`config.mk`:
```
export PLATFORM = sky130hd
export DESIGN_NAME = fcr_regbank
export DESIGN_NICKNAME = d
export VERILOG_FILES = /design/src/rtl/fcr_pkg.sv /design/src/rtl/fcr_decode.sv /design/src/rtl/fcr_cfg_reg.sv /design/src/rtl/fcr_status.sv /design/src/rtl/fcr_regbank.sv
export SDC_FILE = /design/constraint.sdc
export NUM_CORES = 1
export LEC_CHECK = 0
export BUFFER_PORTS_ARGS = -buffer_cell sky130_fd_sc_hd__buf_2
export CORE_UTILIZATION = 45
export CTS_BUF_LIST = sky130_fd_sc_hd__clkbuf_4
export DETAILED_ROUTE_END_ITERATION = 10
export GPL_ROUTABILITY_DRIVEN = 0
export PLACE_DENSITY = 0.74
export SLEW_MARGIN = 20
export SYNTH_ARGS = -nofsm -noshare
export SYNTH_HDL_FRONTEND = slang
export SYNTH_HIERARCHICAL = 1
export SYNTH_SLANG_ARGS = --single-unit
export TNS_END_PERCENT = 10
```
`constraint.sdc`:
```
create_clock -name clk -period 2.91 [get_ports clk]
set_clock_uncertainty 0.1 [all_clocks]
set_input_delay 0.582 -clock clk [delete_from_list [all_inputs] [get_ports clk]]
set_output_delay 0.582 -clock clk [all_outputs]
set_load 0.05 [all_outputs]
```
`src/rtl/fcr_pkg.sv`:
```
package fcr_pkg;
    localparam int DW          = 32;
    localparam int DATA_WORDS  = 4;
    localparam int LOCK_BIT    = 31;
    localparam int MODE_BIT    = 30;
    localparam int RDY_BIT     = 24;
    localparam int RDYIE_BIT   = 25;
    localparam int EXEC_BIT    = 0;
    localparam logic [DW-1:0] MODE_MASK = 32'h0000_0403;
    localparam logic [DW-1:0] UMCFG_RST = 32'h0000_0400;
    localparam logic [DW-1:0] CTS_RST   = 32'h0001_0000;
    localparam logic [DW-1:0] CMD_RST   = 32'h0000_000B;
    localparam logic [DW-1:0] GCFG_RST  = 32'h0000_000B;
    localparam logic [4:0] W_CTS  = 5'd3;
    localparam logic [4:0] W_CMD  = 5'd4;
    localparam logic [4:0] W_ADDR = 5'd5;
    localparam logic [4:0] W_WD0  = 5'd8;
    localparam logic [4:0] W_RD0  = 5'd12;
    localparam logic [4:0] W_GCFG = 5'd30;

    typedef enum logic [2:0] {
        K_UNUSED, K_CFG, K_CTS, K_PLAIN, K_WDATA, K_RDATA, K_PROT
    } kind_e;

    typedef struct packed {
        kind_e      kind;
        logic [4:0] word;
    } dec_t;

    function automatic kind_e word_kind(logic [4:0] w);
        if (w <= 5'd2)                     return K_CFG;
        if (w == W_CTS)                    return K_CTS;
        if (w == W_CMD || w == W_ADDR)     return K_PLAIN;
        if (w == W_GCFG)                   return K_PLAIN;
        if (w == 5'd6)                     return K_PROT;
        if (w >= W_WD0 && w < W_RD0)       return K_WDATA;
        if (w >= W_RD0 && w < 5'd16)       return K_RDATA;
        if (w >= 5'd16 && w <= 5'd25)      return K_PROT;
        return K_UNUSED;
    endfunction

    function automatic logic [DW-1:0] mode_merge(logic [DW-1:0] old_v, logic [DW-1:0] new_v);
        if (old_v[MODE_BIT]) return (new_v & ~MODE_MASK) | (old_v & MODE_MASK);
        return new_v;
    endfunction

    function automatic logic [DW-1:0] cts_merge(logic [DW-1:0] old_v, logic [DW-1:0] new_v);
        logic [DW-1:0] r;
        r = new_v;
        r[RDY_BIT]  = new_v[RDY_BIT] ? 1'b0 : old_v[RDY_BIT];
        r[EXEC_BIT] = new_v[EXEC_BIT] | old_v[EXEC_BIT];
        return r;
    endfunction
endpackage

```
`src/rtl/fcr_decode.sv`:
```
module fcr_decode
    import fcr_pkg::*;
#(
    parameter int ADDR_W = 12
) (
    input  logic [ADDR_W-1:0] addr,
    output dec_t              dec
);
    localparam int WORD_MSB = 6;
    logic in_range;

    generate
        if (ADDR_W > WORD_MSB + 1) begin : g_hi
            assign in_range = (addr[ADDR_W-1:WORD_MSB+1] == '0);
        end else begin : g_nohi
            assign in_range = 1'b1;
        end
    endgenerate

    always_comb begin
        dec.word = addr[WORD_MSB:2];
        dec.kind = in_range ? word_kind(addr[WORD_MSB:2]) : K_UNUSED;
    end
endmodule

```
`src/rtl/fcr_cfg_reg.sv`:
```
module fcr_cfg_reg
    import fcr_pkg::*;
#(
    parameter logic [31:0] RESET     = '0,
    parameter bit          MODE_LOCK = 1'b0
) (
    input  logic          clk,
    input  logic          rst,
    input  logic          we,
    input  logic [DW-1:0] wdata,
    output logic [DW-1:0] q,
    output logic          drop
);
    logic [DW-1:0] next_v;

    generate
        if (MODE_LOCK) begin : g_mode
            assign next_v = mode_merge(q, wdata);
        end else begin : g_plain
            assign next_v = wdata;
        end
    endgenerate

    assign drop = we && q[LOCK_BIT];

    always_ff @(posedge clk) begin
        if (rst)                       q <= RESET;
        else if (we && !q[LOCK_BIT])   q <= next_v;
    end
endmodule

```
`src/rtl/fcr_status.sv`:
```
module fcr_status
    import fcr_pkg::*;
(
    input  logic          clk,
    input  logic          rst,
    input  logic          we,
    input  logic [DW-1:0] wdata,
    input  logic          done,
    output logic [DW-1:0] cts,
    output logic          start
);
    logic [DW-1:0] nxt;

    always_comb begin
        nxt = we ? cts_merge(cts, wdata) : cts;
        if (done) begin
            nxt[RDY_BIT]  = 1'b1;
            nxt[EXEC_BIT] = we && wdata[EXEC_BIT];
        end
    end

    always_ff @(posedge clk) begin
        if (rst) begin
            cts   <= CTS_RST;
            start <= 1'b0;
        end else begin
            cts   <= nxt;
            start <= we && wdata[EXEC_BIT];
        end
    end
endmodule

```
`src/rtl/fcr_regbank.sv`:
```
module fcr_regbank
    import fcr_pkg::*;
#(
    parameter int ADDR_W = 12
) (
    input  logic                     clk,
    input  logic                     rst,
    input  logic                     wr_en,
    input  logic [ADDR_W-1:0]        addr,
    input  logic [31:0]              wdata,
    output logic [31:0]              rdata,
    output logic                     wr_err,
    input  logic                     eng_done,
    input  logic                     eng_load,
    input  logic [1:0]               eng_load_idx,
    input  logic [31:0]              eng_load_data,
    output logic [31:0]              rdcfg_o,
    output logic [31:0]              wrcfg_o,
    output logic [31:0]              umcfg_o,
    output logic [31:0]              cts_o,
    output logic [31:0]              cmd_o,
    output logic [31:0]              faddr_o,
    output logic [127:0]             wdat_o,
    output logic [31:0]              gcfg_o,
    output logic                     exec_start,
    output logic                     rdy_irq
);
    localparam int NCFG  = 3;
    localparam int IDX_W = $clog2(DATA_WORDS);

    dec_t          dec;
    logic [DW-1:0] cfg_q [NCFG];
    logic [NCFG-1:0] cfg_drop;
    logic [DW-1:0] cts_q, cmd_q, faddr_q, gcfg_q;
    logic [DW-1:0] wd_q [DATA_WORDS];
    logic [DW-1:0] rd_q [DATA_WORDS];
    logic          bad_wr;

    fcr_decode #(.ADDR_W(ADDR_W)) u_dec (.addr(addr), .dec(dec));

    generate
        for (genvar g = 0; g < NCFG; g++) begin : g_cfg
            fcr_cfg_reg #(
                .RESET     ((g == 2) ? UMCFG_RST : 32'h0),
                .MODE_LOCK (g == 2)
            ) u_cfg (
                .clk   (clk),
                .rst   (rst),
                .we    (wr_en && dec.kind == K_CFG && dec.word == 5'(g)),
                .wdata (wdata),
                .q     (cfg_q[g]),
                .drop  (cfg_drop[g])
            );
        end
    endgenerate

    fcr_status u_status (
        .clk   (clk),
        .rst   (rst),
        .we    (wr_en && dec.kind == K_CTS),
        .wdata (wdata),
        .done  (eng_done),
        .cts   (cts_q),
        .start (exec_start)
    );

    always_ff @(posedge clk) begin
        if (rst) begin
            cmd_q   <= CMD_RST;
            faddr_q <= '0;
            gcfg_q  <= GCFG_RST;
        end else if (wr_en && dec.kind == K_PLAIN) begin
            if (dec.word == W_CMD)  cmd_q   <= wdata;
            if (dec.word == W_ADDR) faddr_q <= wdata;
            if (dec.word == W_GCFG) gcfg_q  <= wdata;
        end
    end

    generate
        for (genvar d = 0; d < DATA_WORDS; d++) begin : g_data
            always_ff @(posedge clk) begin
                if (rst) begin
                    wd_q[d] <= '0;
                    rd_q[d] <= '0;
                end else begin
                    if (wr_en && dec.kind == K_WDATA && dec.word[IDX_W-1:0] == IDX_W'(d))
                        wd_q[d] <= wdata;
                    if (eng_load && eng_load_idx == IDX_W'(d))
                        rd_q[d] <= eng_load_data;
                end
            end
            assign wdat_o[d*DW +: DW] = wd_q[d];
        end
    endgenerate

    assign bad_wr = wr_en && ((|cfg_drop) || dec.kind == K_RDATA || dec.kind == K_UNUSED);

    always_ff @(posedge clk) begin
        if (rst) wr_err <= 1'b0;
        else     wr_err <= bad_wr;
    end

    always_comb begin
        unique case (dec.kind)
            K_CFG:   rdata = (dec.word < 5'(NCFG)) ? cfg_q[dec.word[1:0]] : '0;
            K_CTS:   rdata = cts_q;
            K_PLAIN: rdata = (dec.word == W_CMD)  ? cmd_q :
                             (dec.word == W_ADDR) ? faddr_q : gcfg_q;
            K_WDATA: rdata = wd_q[dec.word[IDX_W-1:0]];
            K_RDATA: rdata = rd_q[dec.word[IDX_W-1:0]];
            default: rdata = '0;
        endcase
    end

    assign rdcfg_o = cfg_q[0];
    assign wrcfg_o = cfg_q[1];
    assign umcfg_o = cfg_q[2];
    assign cts_o   = cts_q;
    assign cmd_o   = cmd_q;
    assign faddr_o = faddr_q;
    assign gcfg_o  = gcfg_q;
    assign rdy_irq = cts_q[RDY_BIT] && cts_q[RDYIE_BIT];
endmodule

```
# Yosys cells after proc, flatten, opt, wreduce, memory -nomap -nowiden
# Memory sizes are Yosys's and may differ from the RTL's.
# Cells that the tools add are included.
[op_classes]
order_cmp = 9
eq_ne = 18
bitwise_logic = 11
reduce_logical = 45
n_mux = 106
[op_table]
columns = ["cell", "count"]
rows = [
  ["32-bit two-way mux", 15],
  ["32-bit case mux with 5 select lines", 1],
  ["1-bit two-way mux", 66],
  ["3-bit two-way mux", 22],
  ["32-bit binary-select mux with 2-bit select", 1],
  ["32-bit by 11-bit OR with 32-bit output", 1],
  ["1-bit logical AND", 27],
  ["25-bit two-way mux", 1],
  ["5-bit by 3-bit equality test with 1-bit output (second input constant)", 3],
  ["5-bit by 2-bit equality test with 1-bit output (second input constant)", 2],
  ["5-bit by 4-bit >= comparator with 1-bit output (second input constant)", 2],
  ["5-bit zero test", 2],
  ["1-bit OR", 9],
  ["2-bit equality test (second input constant)", 4],
  ["2-bit AND reduction", 4],
  ["3-bit by 2-bit equality test with 1-bit output (second input constant)", 2],
  ["3-bit equality test (second input constant)", 2],
  ["5-bit by 1-bit equality test with 1-bit output (second input constant)", 1],
  ["5-bit equality test (second input constant)", 1],
  ["5-bit >= comparator (second input constant)", 1],
  ["5-bit by 2-bit less-or-equal comparator with 1-bit output (second input constant)", 1],
  ["5-bit less-or-equal comparator (second input constant)", 1],
  ["5-bit by 2-bit < comparator with 1-bit output (second input constant)", 1],
  ["5-bit by 4-bit < comparator with 1-bit output (second input constant)", 1],
  ["11 further kinds", 18],
]
[totals]
elab_cells = 202
inputBits = 83
reg_bits = 226
ram_bits = 256
n_memories = 2
out_inout_bits = 387
[memory_table]
columns = ["name", "words", "width", "read_ports", "rd_clocked_by_memory_dff", "write_ports", "line", "rtl"]
rows = [
  ["rd_q", 4, 32, 1, 0, 4, "fcr_regbank.sv:36", "logic [DW-1:0] rd_q [DATA_WORDS];"],
  ["wd_q", 4, 32, 5, 0, 4, "fcr_regbank.sv:35", "logic [DW-1:0] wd_q [DATA_WORDS];"],
]

# Depth between registers and ports, before layout
[depth]
depth_word = 47
mapped_depth = 15
ltp_nobuf = 10

# Hierarchy
# Netlist, hierarchy kept.
[modules_own_cells]
columns = ["mod", "cells_each", "n_inst", "seq_area_each_um2", "area_per_inst_um2"]
rows = [
  ["fcr_regbank", 1555, 1, 9629.2, 16976.3],
  ["fcr_cfg_reg at g_cfg[0].u_cfg ...", 144, 2, 640.6, 1437.6],
  ["fcr_status", 108, 1, 660.6, 1198.6],
  ["fcr_cfg_reg at g_cfg[2].u_cfg", 141, 1, 640.6, 1124.8],
  ["fcr_decode", 27, 1, 0.0, 156.4],
]

# Worst setup path before layout
# Ideal clock, no wire load.
[synth_path]
path_kind = "input-to-output"
from = "input port addr[8]"
to = "output port rdata[24]"
cell_stages = 10
required_ns = 2.228
path_buffers = 3
arrival_ns = 2.470
slack_ns = -0.242
cell_sequence = "nor3_1 -> nand2_1 -> a211oi_1 -> buf_6 -> or4b_1 -> clkbuf_1 -> buf_2 -> nor2_1 -> a221oi_1 -> nand3_1"
[synth_lines]
columns = ["element", "line", "rtl"]
rows = [
  ["from (decl)", "fcr_regbank.sv:9", "input logic [ADDR_W-1:0] addr,"],
  ["to (decl)", "fcr_regbank.sv:11", "output logic [31:0] rdata,"],
]

==> flow_summary.ini <==
[logic_synthesis]
synth_area_leaders = edfxtp_1, dfxtp_1, mux2i_1
yosysTopAreaCell = edfxtp_1
seq_area_frac_synth_pct = 54.7
synth_area_per_cell_um2 = 10.5
synth.distinct_cells = 52
synth_seq_cells = 482
yosys_warnings = 6
syn_area_um2 = 22300
ys_async_sr_fraction_pct = 0
synth_fp_nets = 2202
synthCells = 2119
yosysTopAreaCellShare_pct = 34.4
synth-edff-count = 256
synth-main-ff-cell = edfxtp_1

[die]
num_rows = 81
start_util_pct = 45.6
ioPinCount = 470
die-area_um2 = 50500
die_h_um = 225
coreArea_um2 = 49000
die_w_um = 225

[timing]
post-route-period-util_pct = 117
fin_crit_ns = 3.42
rsz0062_at_grt = true
relSlewSlack_pct = 50.4
max_clock_freq_mhz = 293
hold_violations = 0
worst_pin_slew_ns = 0.744
setup_viol_count_final = 32
setup_slack_ns = -0.507
drv_slew = 0

[drt]
post_drt_wl_per_cell_um = 24.1
drc = 0
drt_iter0_drc = 2125
detail-route-antenna-nets = 0
drtPass1Iterations = 8
postRouteWirelength_mm = 85.4
vias = 20300
vias_per_cell = 5.73

[power_and_ir_drop]
vdd_drop_max_uv = 409
p_total_mw = 15.7
power_density_nw_per_um2 = 520
leakage_nw = 12.6

[cts]
numCtsBuffers = 131
cts_tree = yes
insertion_delay_ns = 0.94
path_clk_slew_ns = 0.07
cts_root_buf = clkbuf_4
htreeDepth = 4
max-clock-path-buffers = 3
clock_sinks = 482

[worst_hold_path]
hold_class = in -> reg
min_to = rd_q[3][17]$_SDFFCE_PN0P_
hold_depth = 2
hp-start = eng_load_idx[0]

[run_status]
status = finished with violations
failed_checks = negative setup slack

[worst_setup_path]
crit_path_start_kind = input port
rr_startpoint = g_cfg[2].u_cfg/q[31]$_SDFFE_PP0P_
path_max_fanout = 17
reg2reg_to = g_cfg[2].u_cfg/q[29]$_SDFFE_PP0P_
worstPathRequired_ns = 2.23
arrival_ns = 2.73
reg2reg_slack_ns = 1.36
end_kind = output port
ff2ff_path_depth = 4
path_class = in -> out
crit_start = addr[2]

[final_layout]
final_nets = 2859
mostFrequentLayoutCell = buf_2
final_cell_mix = buf_2, nand2_1, and2_1, edfxtp_1, dfxtp_1
syn2layout_area_growth_pct = 35.7
layout-drive-gt1-share_pct = 34.1

[place]
port_buffers = 467
hpwlAfterDp_mm = 57.0
dp_slack_ns = -0.546

[flow_run]
maxCapViolations = 0

[global_route]
grt_max_degree = 182
grt_antenna_before_repair = 1
grt-ovfl-total = 0
grtUsageTotal_pct = 32.7
grt_pass1_wl_mm = 122
grt_pass1_vias = 19200
==> synth_stat cells (3+ instances only) <==
cell type	instances
nand2_1	291
and2_1	263
edfxtp_1	256
dfxtp_1	226
mux2i_1	219
nor2_1	142
a21oi_1	127
clkbuf_1	87
nand2b_1	67
buf_2	64
nand4bb_1	64
o21ai_1	63
nand3_1	32
o211ai_1	32
o2bb2ai_1	32
a221oi_1	31
o22ai_1	31
buf_4	15
nand3b_1	8
nor3_1	8
a31o_2	6
buf_6	5
inv_1	4
a21o_1	3
buf_12	3
nor2b_1	3
o21ai_0	3
==> power breakdown <==
group / internal (mW) / switching, mW / total, mW
Combinational: 0.450 / 1.03 / 1.48
Clock: 3.75 / 3.01 / 6.76
Sequential: 7.39 / 0.111 / 7.50
==> state kept, by name (all words and copies together) (netlist names) <==
| register | cells |
|---|---|
| rd_q | 128 |
| cmd_o | 32 |
| wd_q | 128 |
| g_cfg.u_cfg/q | 96 |
| u_status/start | 1 |
| gcfg_o | 32 |
| wr_err | 1 |
| faddr_o | 32 |
| u_status/cts | 32 |
==> kinds of logic after synthesis <==
group                     share of synthesized area, %
and+or+nand+nor                                   22.0
DFF                                               54.7
AOI/OAI and AO/OA                                 9.32
muxes                                             9.92
buffers and inverters                             4.02
xor gates and xnor gates                        0.0392
==> worst max-delay path: stages <==
cell      delay (ns)
buf_8           0.11
buf_6           0.11
nand3b_1        0.19
a211oi_2        0.29
buf_4           0.17
buf_4           0.11
and4b_4         0.23
buf_12          0.18
a221oi_2        0.29
buf_4           0.19
nand3_4         0.07
buf_4           0.20
==> routing by layer <==
layer / global-route usage, % / routed length [um] / part of all wire (%) / vias up
met5: 0 / 0 / 0 / -
li1: - / - / - / 8873
met4: 12.3 / 2980 / 3.5 / 0
met1: 45.1 / 34600 / 40 / 9869
met2: 48.2 / 37700 / 44 / 1361
met3: 10.0 / 10200 / 12 / 207
==> worst max path at each step <==
stage	endpoint	depth (start not counted)	slack, ns
2_1_floorplan	rdata[24]	10	-0.05
3_3_place_gp	rdata[9]	12	-0.55
3_5_place_dp	rdata[9]	12	-0.55
4_1_cts	rdata[8]	12	-0.40
5_1_grt	rdata[6]	12	-0.57
6_report	rdata[6]	12	-0.51
==> through the flow <==
| step | cell area [um2] | hold slack (ns) | std cells | util (%) | TNS [ns] |
|---|---|---|---|---|---|
| after global routing | 30300 | 0.199 | 3545 | 61.9 | -16.51 |
| after detailed placement | 26900 | 0.359 | 3220 | 54.9 | -57.14 |
| after CTS | 29900 | 0.148 | 3534 | 61.0 | -11.64 |
| after floorplan | 22800 | 0.577 | 2119 | - | -1.08 |
| after global placement | 26900 | 0.352 | 3220 | 54.9 | -51.97 |
| final | 30300 | 0.260 | 3546 | 61.9 | -14.38 |
==> layout make-up <==
cell class	instances	area, um2
Fill cell	3985	18600
Sequential cell	482	12200
Multi-Input combinational cell	1457	10200
Timing Repair Buffer	700	5250
Clock buffer	206	1550
Tap cell	664	831
Clock inverter	31	292
Inverter	4	15.0
Antenna cell	2	5.00
==> repair_timing <==
| item | 4_1_cts | 5_1_grt |
|---|---|---|
| gates resized for setup | 93 | 53 |
| gates cloned | 3 | 4 |
| pin swaps | 10 | 21 |
| hold buffers | 69 | 0 |
| hold endpoints to repair | 476 | 0 |
| setup endpoints to repair | 32 | 32 |
| setup buffers | 5 | 6 |
(Power assumes the default switching activity.)
